--- src/rtl/perfmon_pkg.sv ---
package perfmon_pkg;
  // counter slots, in readback order
  localparam int NUM_CNT   = 6;
  localparam int IX_GLOBAL = 0;
  localparam int IX_BUSY   = 1;
  localparam int IX_DATA   = 2;
  localparam int IX_XFER   = 3;
  localparam int IX_ABUSY  = 4;
  localparam int IX_LAT    = 5;

  // word addresses
  localparam int A_CTRL    = 0;
  localparam int A_LIMIT   = 1;
  localparam int A_STATUS  = 2;
  localparam int A_CNT0    = 3;

  // control word bits
  localparam int C_START   = 0;
  localparam int C_STOP    = 1;
  localparam int C_CLEAR   = 2;
  localparam int C_TIMER   = 3;
  localparam int C_TRKOFF  = 4;

  // status word bits
  localparam int S_ACTIVE  = 0;
  localparam int S_DONE    = 1;
  localparam int S_OVF     = 2;
  localparam int S_OT_LSB  = 8;
  localparam int S_OT_MAXW = 8;
endpackage

--- src/rtl/perfmon_acc.sv ---
module perfmon_acc #(
  parameter int W = 32
) (
  input  logic         clk,
  input  logic         rst_n,
  input  logic         clear,
  input  logic         en,
  input  logic [W-1:0] add,
  output logic [W-1:0] value,
  output logic         ovf_evt
);
  logic [W-1:0] acc_q;
  logic [W:0]   wide_sum;

  function automatic logic [W:0] widen_add(logic [W-1:0] a, logic [W-1:0] b);
    return {1'b0, a} + {1'b0, b};
  endfunction

  assign wide_sum = widen_add(acc_q, add);
  assign ovf_evt  = en & wide_sum[W];
  assign value    = acc_q;

  always_ff @(posedge clk) begin
    if (!rst_n)      acc_q <= '0;
    else if (clear)  acc_q <= '0;
    else if (en)     acc_q <= wide_sum[W] ? '1 : wide_sum[W-1:0];
  end
endmodule

--- src/rtl/perfmon_track.sv ---
module perfmon_track #(
  parameter int OT_W = 8
) (
  input  logic            clk,
  input  logic            rst_n,
  input  logic            hold_zero,
  input  logic            ar_hs,
  input  logic            r_end,
  output logic [OT_W-1:0] count
);
  logic [OT_W-1:0] cnt_q;

  function automatic logic [OT_W-1:0] step(logic [OT_W-1:0] c, logic up, logic dn);
    logic [OT_W-1:0] r;
    r = c;
    if (up && !dn && c != '1) r = c + 1'b1;
    if (dn && !up && c != '0) r = c - 1'b1;
    return r;
  endfunction

  always_ff @(posedge clk) begin
    if (!rst_n)         cnt_q <= '0;
    else if (hold_zero) cnt_q <= '0;
    else                cnt_q <= step(cnt_q, ar_hs, r_end);
  end

  assign count = cnt_q;
endmodule

--- src/rtl/perfmon_ctrl.sv ---
module perfmon_ctrl
  import perfmon_pkg::*;
#(
  parameter int CNT_W  = 32,
  parameter int DATA_W = 32
) (
  input  logic              clk,
  input  logic              rst_n,
  input  logic              wr_ctrl,
  input  logic              wr_limit,
  input  logic [DATA_W-1:0] wdata,
  input  logic [CNT_W-1:0]  global_cnt,
  output logic              active,
  output logic              done,
  output logic              timer_mode,
  output logic              trk_off,
  output logic              start_pulse,
  output logic              clear_pulse,
  output logic              timer_end,
  output logic [DATA_W-1:0] limit
);
  localparam int CMP_W = ((CNT_W > DATA_W) ? CNT_W : DATA_W) + 1;

  logic stop_pulse;
  logic active_q, done_q, tmode_q, trk_q;
  logic [DATA_W-1:0] limit_q;

  function automatic logic limit_reached(logic [CNT_W-1:0] cnt, logic [DATA_W-1:0] lim);
    logic [CMP_W-1:0] nxt;
    nxt = CMP_W'(cnt) + CMP_W'(1);
    return nxt >= CMP_W'(lim);
  endfunction

  assign start_pulse = wr_ctrl & wdata[C_START];
  assign stop_pulse  = wr_ctrl & wdata[C_STOP];
  assign clear_pulse = wr_ctrl & wdata[C_CLEAR];
  assign timer_end   = active_q & tmode_q & limit_reached(global_cnt, limit_q);

  always_ff @(posedge clk) begin
    if (!rst_n) begin
      active_q <= 1'b0;
      done_q   <= 1'b0;
      tmode_q  <= 1'b0;
      trk_q    <= 1'b0;
      limit_q  <= '0;
    end else begin
      if (start_pulse)     active_q <= 1'b1;
      else if (stop_pulse) active_q <= 1'b0;
      else if (timer_end)  active_q <= 1'b0;

      if (start_pulse || clear_pulse) done_q <= 1'b0;
      else if (timer_end)             done_q <= 1'b1;

      if (wr_ctrl) begin
        tmode_q <= wdata[C_TIMER];
        trk_q   <= wdata[C_TRKOFF];
      end
      if (wr_limit) limit_q <= wdata;
    end
  end

  assign active     = active_q;
  assign done       = done_q;
  assign timer_mode = tmode_q;
  assign trk_off    = trk_q;
  assign limit      = limit_q;
endmodule

--- src/rtl/axi_rd_perfmon.sv ---
module axi_rd_perfmon
  import perfmon_pkg::*;
#(
  parameter int CNT_W  = 32,
  parameter int OT_W   = 8,
  parameter int ADDR_W = 4,
  parameter int DATA_W = 32
) (
  input  logic              clk,
  input  logic              rst_n,
  input  logic              reg_valid,
  input  logic              reg_write,
  input  logic [ADDR_W-1:0] reg_addr,
  input  logic [DATA_W-1:0] reg_wdata,
  output logic [DATA_W-1:0] reg_rdata,
  input  logic              mon_arvalid,
  input  logic              mon_arready,
  input  logic              mon_rvalid,
  input  logic              mon_rready,
  input  logic              mon_rlast
);
  // named internal events
  logic wr_any, wr_ctrl, wr_limit;
  logic ar_hs, r_hs, r_end;
  logic active, done, timer_mode, trk_off;
  logic start_pulse, clear_pulse, timer_end;
  logic ovf_q;
  logic [DATA_W-1:0] limit;
  logic [OT_W-1:0]   ot_count;
  logic [CNT_W-1:0]  cnt_val [NUM_CNT];
  logic [CNT_W-1:0]  add_v   [NUM_CNT];
  logic [NUM_CNT-1:0] en_v, ovf_v;
  logic [CNT_W-1:0]  glob_cnt;

  assign wr_any   = reg_valid & reg_write;
  assign wr_ctrl  = wr_any & (reg_addr == ADDR_W'(A_CTRL));
  assign wr_limit = wr_any & (reg_addr == ADDR_W'(A_LIMIT));

  assign ar_hs = mon_arvalid & mon_arready;
  assign r_hs  = mon_rvalid & mon_rready;
  assign r_end = r_hs & mon_rlast;

  perfmon_ctrl #(.CNT_W(CNT_W), .DATA_W(DATA_W)) u_ctrl (
    .clk         (clk),
    .rst_n       (rst_n),
    .wr_ctrl     (wr_ctrl),
    .wr_limit    (wr_limit),
    .wdata       (reg_wdata),
    .global_cnt  (glob_cnt),
    .active      (active),
    .done        (done),
    .timer_mode  (timer_mode),
    .trk_off     (trk_off),
    .start_pulse (start_pulse),
    .clear_pulse (clear_pulse),
    .timer_end   (timer_end),
    .limit       (limit)
  );

  perfmon_track #(.OT_W(OT_W)) u_track (
    .clk       (clk),
    .rst_n     (rst_n),
    .hold_zero (trk_off),
    .ar_hs     (ar_hs),
    .r_end     (r_end),
    .count     (ot_count)
  );

  always_comb begin
    add_v[IX_GLOBAL] = CNT_W'(1);
    add_v[IX_BUSY]   = CNT_W'(mon_rvalid);
    add_v[IX_DATA]   = CNT_W'(r_hs);
    add_v[IX_XFER]   = CNT_W'(r_end);
    add_v[IX_ABUSY]  = CNT_W'(mon_arvalid);
    add_v[IX_LAT]    = CNT_W'(ot_count);
    for (int i = 0; i < NUM_CNT; i++) en_v[i] = active;
    en_v[IX_LAT] = active & ~trk_off;
  end

  for (genvar g = 0; g < NUM_CNT; g++) begin : g_cnt
    perfmon_acc #(.W(CNT_W)) u_acc (
      .clk     (clk),
      .rst_n   (rst_n),
      .clear   (clear_pulse),
      .en      (en_v[g]),
      .add     (add_v[g]),
      .value   (cnt_val[g]),
      .ovf_evt (ovf_v[g])
    );
  end

  assign glob_cnt = cnt_val[IX_GLOBAL];

  always_ff @(posedge clk) begin
    if (!rst_n)          ovf_q <= 1'b0;
    else if (clear_pulse) ovf_q <= 1'b0;
    else if (|ovf_v)      ovf_q <= 1'b1;
  end

  always_comb begin
    reg_rdata = '0;
    if (reg_addr == ADDR_W'(A_CTRL)) begin
      reg_rdata[C_TIMER]  = timer_mode;
      reg_rdata[C_TRKOFF] = trk_off;
    end else if (reg_addr == ADDR_W'(A_LIMIT)) begin
      reg_rdata = limit;
    end else if (reg_addr == ADDR_W'(A_STATUS)) begin
      reg_rdata[S_ACTIVE] = active;
      reg_rdata[S_DONE]   = done;
      reg_rdata[S_OVF]    = ovf_q;
      reg_rdata[S_OT_LSB +: OT_W] = ot_count;
    end else begin
      for (int i = 0; i < NUM_CNT; i++)
        if (reg_addr == ADDR_W'(A_CNT0 + i)) reg_rdata[CNT_W-1:0] = cnt_val[i];
    end
  end
endmodule

--- config.mk ---
export PLATFORM = sky130hd
export DESIGN_NAME = axi_rd_perfmon
export DESIGN_NICKNAME = d
export VERILOG_FILES = /design/src/rtl/perfmon_pkg.sv /design/src/rtl/perfmon_acc.sv /design/src/rtl/perfmon_track.sv /design/src/rtl/perfmon_ctrl.sv /design/src/rtl/axi_rd_perfmon.sv
export SDC_FILE = /design/constraint.sdc
export NUM_CORES = 1
export LEC_CHECK = 0
export BUFFER_PORTS_ARGS = -buffer_cell sky130_fd_sc_hd__buf_2
export CAP_MARGIN = 20
export CORE_MARGIN = 10
export CORE_UTILIZATION = 40
export DETAILED_ROUTE_END_ITERATION = 10
export GPL_TIMING_DRIVEN = 0
export PLACE_DENSITY = 0.61
export SYNTH_ARGS = -nofsm -noshare
export SYNTH_HDL_FRONTEND = slang
export SYNTH_SLANG_ARGS = --single-unit
--- constraint.sdc ---
create_clock -name clk -period 9.5 [get_ports clk]
set_clock_uncertainty 0.1 [all_clocks]
set_input_delay 1.425 -clock clk [delete_from_list [all_inputs] [get_ports clk]]
set_output_delay 1.425 -clock clk [all_outputs]
set_load 0.03 [all_outputs]
# --- Word-level counts from Yosys, hierarchy flattened ---
# Cells that the tools add are included.
word_totals:
  regBits: 237
  elab_cells: 91
classes:
  add_sub_neg: 8
  order_cmp: 1
  eq_ne: 9
  mux: 25
  bitwise_logic: 20
  reduce_logical: 15
ops:
  columns: ["operator", "count"]
  rows:
  - ["$mux 32", 13]
  - ["$add 32x1->33", 4]
  - ["$add 32x1->33 const B", 1]
  - ["$add 32x8->33", 1]
  - ["$ge 33x32->1", 1]
  - ["$mux 27", 1]
  - ["$mux 8", 3]
  - ["$and 1x1->1", 18]
  - ["$eq 4x3->1 const B", 4]
  - ["$mux 16", 1]
  - ["$add 8x1->8 const B", 1]
  - ["$eq 4x2->1 const B", 2]
  - ["$ne 8x8->1 const B", 1]
  - ["$reduce_bool 8->1", 1]
  - ["$sub 8x1->8 const B", 1]
  - ["$mux 3", 2]
  - ["$reduce_or 2->1", 3]
  - ["$reduce_or 6->1", 1]
  - ["$mux 5", 1]
  - ["$eq 4x1->1 const B", 1]
  - ["$eq 4x4->1 const B", 1]
  - ["$logic_and 1x1->1", 4]
  - ["$logic_not 4->1", 1]
  - ["$mux 1", 3]
  - ["6 further kinds", 8]

# --- Longest topological paths before layout ---
# Gate-level depths: netlist (run 1).
depth:
  depth_word: 10
  mapped_depth: 14
  ltp_nobuf: 13

# --- Cells and area by module ---
# From an unflattened synthesis (run 1), not the netlist that was laid out.
unflattened:
  hier_cells: 2926
  area_unflattened_um2: 23097.2
modules_own_cells:
  columns: ["module", "instances", "cells_per_inst", "area_each_um2", "seq_area_each_um2"]
  rows:
  - ["perfmon_acc (g_cnt[3].u_acc ...)", 3, 355, 2820.2, 640.6]
  - ["perfmon_acc (g_cnt[0].u_acc ...)", 2, 336, 2768.9, 640.6]
  - ["axi_rd_perfmon", 1, 432, 2820.2, 20.0]
  - ["perfmon_acc (g_cnt[2].u_acc)", 1, 351, 2813.9, 640.6]
  - ["perfmon_ctrl", 1, 324, 2808.9, 720.7]
  - ["perfmon_track", 1, 82, 655.6, 160.2]

# --- Least setup slack after synthesis (run 1) ---
# No wires, ideal clock.
synth_timing:
  path_kind: "input port to output port"
  from: "in reg_addr[0]"
  to: "out reg_rdata[4]"
  t_arrival_ps: 3234
  slack_ps: 4741
  cell_stages: 6
  n_path_buf: 2
  cell_sequence: "clkbuf_1 nand2_1 nor3_1 clkbuf_1 a221oi_1 o22ai_1"
synth_via:
  elab_chain_cells: 10
  elab_cells_between_ends: 18
  classes_between: "eq/ne (8); mux (9); reduce/logical (1)"
synth_lines:
  columns: ["item", "line", "rtl"]
  rows:
  - ["start, declared", "axi_rd_perfmon.sv:13", "input logic [ADDR_W-1:0] reg_addr,"]
  - ["$eq 4x2->1", "axi_rd_perfmon.sv:114", "if (reg_addr == ADDR_W'(A_CNT0 + i)) reg_rdata[CNT_W-1:0] = cnt_val[i];"]
  - ["$mux 32 (6 in a row)", "axi_rd_perfmon.sv:114", null]
  - ["$mux 5", "axi_rd_perfmon.sv:107", "end else if (reg_addr == ADDR_W'(A_STATUS)) begin"]
  - ["$mux 32", "axi_rd_perfmon.sv:105", "end else if (reg_addr == ADDR_W'(A_LIMIT)) begin"]
  - ["$mux 2 *", "axi_rd_perfmon.sv:102", "if (reg_addr == ADDR_W'(A_CTRL)) begin"]
  - ["end, declared", "axi_rd_perfmon.sv:15", "output logic [DATA_W-1:0] reg_rdata,"]
# Mark *: on every way between the ends. The rest lies on a longest branch, timed or not.

# --- Worst setup path after layout (run 1) ---
layout_timing:
  from: "in reg_addr[0]"
  to: "out reg_rdata[3]"
# The elaborated chain is that of the path after synthesis.

==> results of run 1 <==
-- critical path, cell delays in order --
cell and delay [ps]:
clkbuf_1 210, inv_1 180, or2_2 150, clkbuf_1 210, clkbuf_1 610, clkbuf_1 500, o21ai_0 180, o22ai_1 200
o21ai_0 270, buf_2 270
-- sequential cells by signal, indices dropped and copies added (netlist names) --
| name | cells |
|---|---|
| g_cnt.u_acc.value | 192 |
| ovf_q | 1 |
| u_ctrl.active | 1 |
| u_ctrl.done | 1 |
| u_ctrl.limit | 32 |
| u_ctrl.timer_mode | 1 |
| u_ctrl.trk_off | 1 |
| u_track.count | 8 |
-- power breakdown --
part | switching, uW | internal (uW)
logic | 82.2 | 37.6
clock network | 462 | 652
registers | 7.35 | 998
total | 552 | 1690
-- path summary, 6_finish.rpt --
path                            to  slack, ps  cells after the start                    start
hold / removal    u_ctrl.limit[24]        390                      2         u_ctrl.limit[24]
setup reg to reg       u_ctrl.done       5210                     13  g_cnt[0].u_acc.value[0]
setup / recovery      reg_rdata[3]       3750                     10              reg_addr[0]
hold reg to reg   u_ctrl.limit[24]        390                      2         u_ctrl.limit[24]
-- per-stage QoR --
step,instances,worst slack (ps),power [uW],hold WS [ps],util
detailed placement,2263,3834,1145,371.4,0.4336
global route,2316,3654,2299,411.9,0.4608
CTS,2315,3810,2245,382.6,0.4607
floorplan,1733,4741,1095,335.3,-
global placement,2262,3837,1144,364.1,0.4333
finish,2317,3745,2239,386.0,0.4609
-- logic make-up after synthesis --
family / count (synthesis) / share of synthesized area
simple gates: 634 / 0.2339
xor+xnor: 138 / 0.08593
buf+inv: 153 / 0.04261
fa+ha+maj: 57 / 0.05177
flops: 237 / 0.3373
compound gates: 472 / 0.2186
mux: 42 / 0.02989
-- cells in the mapped netlist, drive strengths merged (6+ instances only) --
master / instances / area [um2]
dfxtp: 237 / 4745
a21oi: 198 / 1040
nand2: 160 / 603.1
nor2: 125 / 469.2
nand3: 84 / 420.4
xor2: 79 / 691.9
clkbuf: 72 / 270.3
and3: 59 / 369.1
xnor2: 59 / 516.8
inv: 58 / 217.7
nand4: 56 / 371.6
ha: 55 / 688.2
o21ai: 53 / 265.3
mux2i: 42 / 420.4
nor3: 41 / 205.2
a22oi: 38 / 285.3
a21boi: 34 / 255.3
and2: 23 / 143.9
and4: 23 / 201.4
buf: 23 / 111.4
a31oi: 22 / 137.6
a211oi: 18 / 135.1
nor4: 13 / 138.9
a21o: 12 / 90.09
a221oi: 10 / 87.58
a311oi: 9 / 78.83
nor2b: 9 / 56.30
o211ai: 9 / 67.56
o221a: 9 / 101.4
a221o: 8 / 80.08
nand2b: 8 / 50.05
nor3b: 7 / 57.55
o21a: 7 / 52.55
or2: 7 / 46.30
o2bb2ai: 6 / 52.55
-- routing by layer --
metal	GRT usage	vias up	wire length, um
li1	-	6557	-
met1	0.3006	6724	22030
met2	0.3670	575	23300
met3	0.03354	87	3936
met4	0.06347	2	1501
met5	0	-	18
-- layout make-up --
class	instances	area, um2	share of cell area
inverter	58	217.7	0.01364
clock inverter	11	117.6	0.007370
antenna	1	2.502	0.0001568
clock buffer	41	820.8	0.05143
buffer	95	381.6	0.02391
tap	455	569.3	0.03567
timing repair buffer	76	382.9	0.02399
multi-input combinational	1343	8722	0.5465
sequential	237	4745	0.2973
==> run_results.csv, run 1 <==
group,metric,value,unit
sta,hold_viol_final,0,
flow_run,drv_cap,0,
cts,clock_sinks,237,
detailed_routing,route.detailed.drc,0,
cts,cts-root-buf,"clkbuf_16",
detailed_routing,viasPerCell,6.019,
floorplanning,die-area,43070,um2
sta,maxSlewViolCount,0,
detailed_routing,wirelength,50.79,mm
logic_synthesis,synth_ff_type,"dfxtp_1",
detailed_routing,via_count,13950,
outcome,status,"completed",
logic_synthesis,synth_edf_count,0,
detailed_routing,dr.pass1.iters,7,
logic_synthesis,synth_cells,1733,
sta,slew_headroom,0.2373,
critical_path,critPathMaxFanout,10,
sta,period_share,0.6058,
floorplanning,fp.coreArea,34630,um2
critical_path,arrival,4230,ps
pwr,ir_drop,0.1506,mV
placement,placed_area,15010,um2
placement,dp_hpwl,39.78,mm
sta,worst_pin_slew,1142,ps
detailed_routing,drtAntennaViolNets,0,
cts,cts_buffers,28,
critical_path,worstPathRequired,7980,ps
pwr,power.leakage,0.005907,uW
logic_synthesis,ys_types,75,
logic_synthesis,synth_nets,1835,
logic_synthesis,yosysSeqAreaShare,0.3373,
floorplanning,floorplan.initialDensity,0.4062,
final_layout,nFillCells,3501,
logic_synthesis,synth_area,14070,um2
floorplanning,die_x,207.5,um
cts,cts.repair.resized,0,
critical_path,startpoint_type,"input pin",
logic_synthesis,async_flop_share,0,
final_layout,nNetsFinal,1941,
critical_path,crit_type,"in -> out",
final_layout,final_cell_mix,"dfxtp_1, a21oi_1, nand2_1",
cts,htreeDepth,1,
sta,setup_tns,0,ps
pwr,power_density,140.3,nW/um2
placement,portBuffers,74,
sta,setup_violations,0,
logic_synthesis,avgSynthCellArea,8.117,um2
final_layout,drive_gt1_frac,0.09457,
sta,grt_setup_unrepaired,"false",
cts,postCtsSetupBuffers,0,
final_layout,post-route-cell-area,15960,um2
sta,period_needed,5755,ps
placement,gp_congestion,0.9663,
grt,gr-usage-all-layers,0.2249,
cts,hold_buffers,0,
final_layout,syn2layout_area_growth,13.46,%
grt,overflow,0,
min_path,hold_path_class,"reg -> reg",
logic_synthesis,yosys_warnings,0,
logic_synthesis,ys_ff_latch,237,
final_layout,final_common_cell,"dfxtp_1",
grt,grt_max_degree,14,
grt,antenna_found_initial,2,
floorplanning,placementRows,68,
cts,clockBufferDepth,3,
sta,fmax,0.1738,GHz
detailed_routing,wire_per_inst,21.92,um
grt,grt_pass1_vias,13110,
floorplanning,io_pins,77,
cts,clkSlewWorstSetupHoldPaths,60,ps
detailed_routing,drt_iter0_markers,1388,
grt,grt_pass1_wl,77.89,mm
critical_path,end_kind,"output pin",
cts,tritoncts,"built",
cts,clock_latency,570,ps
floorplanning,die_h,207.5,um
No activity file was read; power rests on OpenSTA's default activity.
==> inputs of run 2 (changes only) <==
--- a/config.mk
+++ b/config.mk
@@ -11,7 +11,7 @@
 export CORE_UTILIZATION = 40
 export DETAILED_ROUTE_END_ITERATION = 10
 export GPL_TIMING_DRIVEN = 0
-export PLACE_DENSITY = 0.61
+export PLACE_DENSITY = 0.63
 export SYNTH_ARGS = -nofsm -noshare
 export SYNTH_HDL_FRONTEND = slang
 export SYNTH_SLANG_ARGS = --single-unit
==> constraint.sdc (replaced) <==
create_clock -name clk -period 5.2 [get_ports clk]
set_clock_uncertainty 0.1 [all_clocks]
set_input_delay 0.78 -clock clk [delete_from_list [all_inputs] [get_ports clk]]
set_output_delay 0.78 -clock clk [all_outputs]
set_load 0.03 [all_outputs]
==> run_results.csv, run 2 (synthesis results as in run 1) <==
group,metric,value,unit
floorplanning,die-area,43070,um2
critical_path,reg2reg_slack,830,ps
detailed_routing,drt_iter0_markers,1312,
cts,clock_sinks,237,
outcome,status,"completed",
sta,holdWs,369.1,ps
detailed_routing,wire_per_inst,22.27,um
critical_path,crit_path_start,"reg_addr[2]",
grt,grt_max_degree,13,
critical_path,arrival,3610,ps
floorplanning,placementRows,68,
cts,htreeDepth,1,
cts,hold_buffers,0,
floorplanning,fp.coreArea,34630,um2
grt,grt_pass1_wl,78.19,mm
pwr,ir_drop,0.2389,mV
min_path,hold_path_class,"in -> reg",
sta,hold_viol_final,0,
final_layout,largest_reg_flops,192,
sta,grt_setup_unrepaired,"false",
flow_run,drv_cap,0,
grt,use_met1,0.3001,
floorplanning,die_h,207.5,um
final_layout,nFillCells,3486,
cts,clockBufferDepth,3,
final_layout,multi_input_area,8722,um2
sta,setup_violations,0,
sta,slew_headroom,0.2893,
critical_path,crit_slowest_cell,"nor3_1",
cts,cts-root-buf,"clkbuf_16",
final_layout,final_cells,2310,
placement,portBuffers,74,
placement,gp_congestion,0.9824,
detailed_routing,viasPerCell,6.011,
detailed_routing,drtAntennaViolNets,0,
sta,worst_pin_slew,1064,ps
critical_path,reg2reg_from,"g_cnt[0].u_acc.value[0]",
critical_path,worstPathRequired,4320,ps
final_layout,final_cell_mix,"dfxtp_1, a21oi_1, nand2_1",
grt,antenna_found_initial,1,
cts,postCtsSetupBuffers,0,
floorplanning,floorplan.initialDensity,0.4062,
placement,dp_hpwl,40.30,mm
sta,period_needed,4489,ps
cts,cts_buffers,27,
cts,clkSlewWorstSetupHoldPaths,60,ps
pwr,power_density,246.6,nW/um2
cts,cts.repair.resized,0,
grt,gr-usage-met3,0.04588,
sta,fmax,0.2228,GHz
final_layout,nNetsFinal,1940,
placement,dp_cells,2263,
critical_path,max_stage_delay,870,ps
cts,tritoncts,"built",
final_layout,final_util,0.4573,
critical_path,crit_path_cell_trace,"buf_2, buf_1, nor3_1, clkbuf_1, a221oi_1, o22ai_1, buf_2",
critical_path,end_kind,"output pin",
grt,gr-usage-all-layers,0.2262,
floorplanning,io_pins,77,
critical_path,critPathMaxFanout,10,
final_layout,drive_gt1_frac,0.09169,
cts,clock_latency,560,ps
critical_path,r2r_end,"u_ctrl.done",
detailed_routing,wirelength,51.46,mm
critical_path,path_common_cell,"buf_2",
grt,grt_most_used_layer,"met2",
critical_path,endpoint,"reg_rdata[4]",
critical_path,crit_type,"in -> out",
critical_path,ff2ff_path_depth,13,
grt,overflow,0,
grt,grtUsageMet2,0.3645,
final_layout,final_common_cell,"dfxtp_1",
critical_path,startpoint_type,"input pin",
min_path,holdCritStartpoint,"reg_wdata[25]",
sta,setup_tns,0,ps
final_layout,syn2layout_area_growth,12.59,%
pwr,power.leakage,0.005871,uW
final_layout,ff_latch_area,4745,um2
detailed_routing,route.detailed.drc,0,
sta,period_share,0.8633,
sta,maxSlewViolCount,0,
detailed_routing,via_count,13890,
floorplanning,die_x,207.5,um
detailed_routing,dr.pass1.iters,6,
grt,grt_pass1_vias,13000,
run 2: per-layer routing:
metal | share of wire | vias up
met5 | 0 | -
met4 | 0.025 | 0
met3 | 0.085 | 89
met2 | 0.46 | 564
met1 | 0.43 | 6679
li1 | - | 6554
run 2: worst min-delay path by stage:
stage               slack (ps)                        to  depth (start not counted)
floorplan                  340  g_cnt[0].u_acc.value[10]                          1
global placement           360  g_cnt[0].u_acc.value[10]                          1
detailed placement         360  g_cnt[0].u_acc.value[10]                          1
CTS                        360          u_ctrl.limit[11]                          3
global route               370          u_ctrl.limit[18]                          3
finish                     370          u_ctrl.limit[25]                          3
run 2: area by class of cell:
cell class                      instances  area share
Clock buffer                           37     0.04756
Sequential cell                       237      0.2996
Antenna cell                            1   0.0001580
Multi-Input combinational cell       1343      0.5508
Timing Repair Buffer                   76     0.02402
Buffer                                 95     0.02410
Clock inverter                          8    0.004108
Inverter                               58     0.01375
Tap cell                              455     0.03595
run 2: critical path: cells and delay by family:
family                 cells  cell delay (ps)
AOI/OAI and AO/OA          2              660
and+or+nand+nor            1              870
buffers and inverters      4             1290
run 2: per-stage QoR:
| step | cell area, um2 | power, uW | worst slack, ps |
|---|---|---|---|
| 2_1_floorplan | 14070 | 2000 | 1731 |
| 3_3_place_gp | 15010 | 2089 | 854.5 |
| 3_5_place_dp | 15010 | 2091 | 867.8 |
| 4_1_cts | 15830 | 3924 | 858.1 |
| 5_1_grt | 15830 | 4009 | 582.0 |
| 6_report | 15840 | 3906 | 710.7 |
run 2: report_power, final:
group	internal, uW	total [uW]	switching [uW]
clock	1050	1850	800
sequential	1820	1840	13.8
combinational	68.5	218	150
total	2940	3910	964
==> inputs of run 3 (changes only) <==
--- a/config.mk
+++ b/config.mk
@@ -11,7 +11,8 @@
 export CORE_UTILIZATION = 40
 export DETAILED_ROUTE_END_ITERATION = 10
 export GPL_TIMING_DRIVEN = 0
-export PLACE_DENSITY = 0.63
+export HOLD_SLACK_MARGIN = 0.08
+export PLACE_DENSITY = 0.59
 export SYNTH_ARGS = -nofsm -noshare
 export SYNTH_HDL_FRONTEND = slang
 export SYNTH_SLANG_ARGS = --single-unit
==> run_results.csv, run 3 (synthesis results as in run 1) <==
group,metric,value,unit
flow_run,drv_cap,0,
critical_path,worstPathRequired,4320,ps
sta,setup_violations,0,
grt,grt_max_degree,15,
sta,period_needed,4438,ps
sta,fmax,0.2253,GHz
detailed_routing,route.detailed.drc,0,
cts,cts.repair.resized,0,
detailed_routing,via_count,13760,
cts,clock_latency,570,ps
placement,gp_congestion,0.9745,
pwr,ir_drop,0.2526,mV
pwr,clkPwrFrac,0.516,
final_layout,antenna_cells,0,
critical_path,crit_type,"in -> out",
final_layout,largest_reg_flops,192,
cts,tritoncts,"built",
final_layout,nNetsFinal,1944,
final_layout,drive_gt1_frac,0.09807,
sta,worst_pin_slew,1038,ps
detailed_routing,viasPerCell,5.927,
placement,portBuffers,74,
final_layout,syn2layout_area_growth,14.22,%
pwr,pwr-share-comb,0.051,
critical_path,arrival,3560,ps
detailed_routing,drtAntennaViolNets,0,
final_layout,final_cells,2321,
floorplanning,die-area,43070,um2
cts,htreeDepth,1,
floorplanning,placementRows,68,
cts,postCtsSetupBuffers,0,
sta,hold_viol_final,0,
floorplanning,fp.coreArea,34630,um2
grt,gr-usage-all-layers,0.2254,
critical_path,critPathMaxFanout,10,
floorplanning,floorplan.initialDensity,0.4062,
sta,period_share,0.8535,
floorplanning,io_pins,77,
grt,antenna_found_initial,3,
critical_path,end_kind,"output pin",
placement,place_ws,850.2,ps
cts,cts-root-buf,"clkbuf_16",
cts,clock_sinks,237,
detailed_routing,dr.pass1.iters,6,
final_layout,final_common_cell,"dfxtp_1",
outcome,status,"completed",
pwr,power.leakage,0.005975,uW
pwr,power_density,264.3,nW/um2
sta,slew_headroom,0.3081,
cts,hold_buffers,0,
pwr,swShare,0.2384,
cts,clkSlewWorstSetupHoldPaths,60,ps
detailed_routing,drt_iter0_markers,1237,
min_path,hold_path_class,"in -> reg",
grt,grt_pass1_wl,77.79,mm
detailed_routing,wirelength,50.93,mm
cts,clockBufferDepth,3,
grt,overflow,0,
pwr,p_sw,1012,uW
floorplanning,die_x,207.5,um
sta,setup_tns,0,ps
grt,grt_pass1_vias,13080,
cts,cts_buffers,30,
critical_path,startpoint_type,"input pin",
placement,dp_hpwl,40.20,mm
placement,dp_cells,2263,
detailed_routing,wire_per_inst,21.94,um
sta,maxSlewViolCount,0,
final_layout,final_cell_mix,"dfxtp_1, a21oi_1, nand2_1",
floorplanning,die_h,207.5,um
sta,grt_setup_unrepaired,"false",
sta,layout_setup_ws,762.0,ps
pwr,p_int,3234,uW
pwr,power_frac_seq,0.433,
pwr,p_total,4246,uW
==> run 3: cell types whose count changed in the layout (fill, tap and decap cells not counted), sizes merged <==
| cell | previous run | this run |
|---|---|---|
| bufinv | 1 | 4 |
| clkinv | 7 | 9 |
| clkinvlp | 0 | 3 |
| diode | 1 | 0 |
| clkbuf | 109 | 113 |
==> run 3: power by group through the flow <==
stage | Clock (uW) | Combinational, uW | Sequential (uW)
after floorplan | 0 | 129 | 1870
after CTS | 2210 | 215 | 1840
after global routing | 2290 | 236 | 1840
after detailed placement | 0 | 213 | 1880
final | 2190 | 218 | 1840
after global placement | 0 | 212 | 1880
==> run 3: cell type report <==
class	count	area [um2]
buffer	95	381.6
clock buffer	40	849.6
clock inverter	16	191.4
fill	3476	18560
inverter	58	217.7
multi-input combinational	1343	8722
sequential	237	4745
tap	455	569.3
timing repair buffer	77	390.4
==> run 3: path summary, 6_finish.rpt <==
path / start / end / slack, ps / depth (start not counted)
worst max-delay path: reg_addr[0] / reg_rdata[0] / 760 / 8
worst min-delay path: reg_wdata[9] / u_ctrl.limit[9] / 360 / 3
worst max register to register: g_cnt[0].u_acc.value[0] / u_ctrl.active / 900 / 13
worst min register to register: u_ctrl.limit[27] / u_ctrl.limit[27] / 390 / 2
==> run 3: per-stage QoR <==
step / utilization / hold WS (ps) / area (um2)
floorplan: - / 335.3 / 14070
global placement: 0.4333 / 347.6 / 15010
detailed placement: 0.4336 / 364.6 / 15010
CTS: 0.4636 / 353.8 / 16050
global route: 0.4640 / 372.2 / 16070
finish: 0.4640 / 358.9 / 16070
==> run 3: critical path: stages <==
cell and delay [ps]:
clkbuf_1 230, nor2_1 430, nand2_1 190, nor2_1 650, clkbuf_1 510, a222oi_1 280
o21ai_0 210, buf_2 270
==> run 3: layer usage <==
layer  up-vias  part of all wire  wire, um  GRT usage
met1      6581              0.44     22320     0.3048
met5         -                 0         0          0
met4         0             0.025      1289    0.06096
li1       6561                 -         -          -
met2       551              0.46     23320     0.3661
met3        64             0.079      3998    0.03159
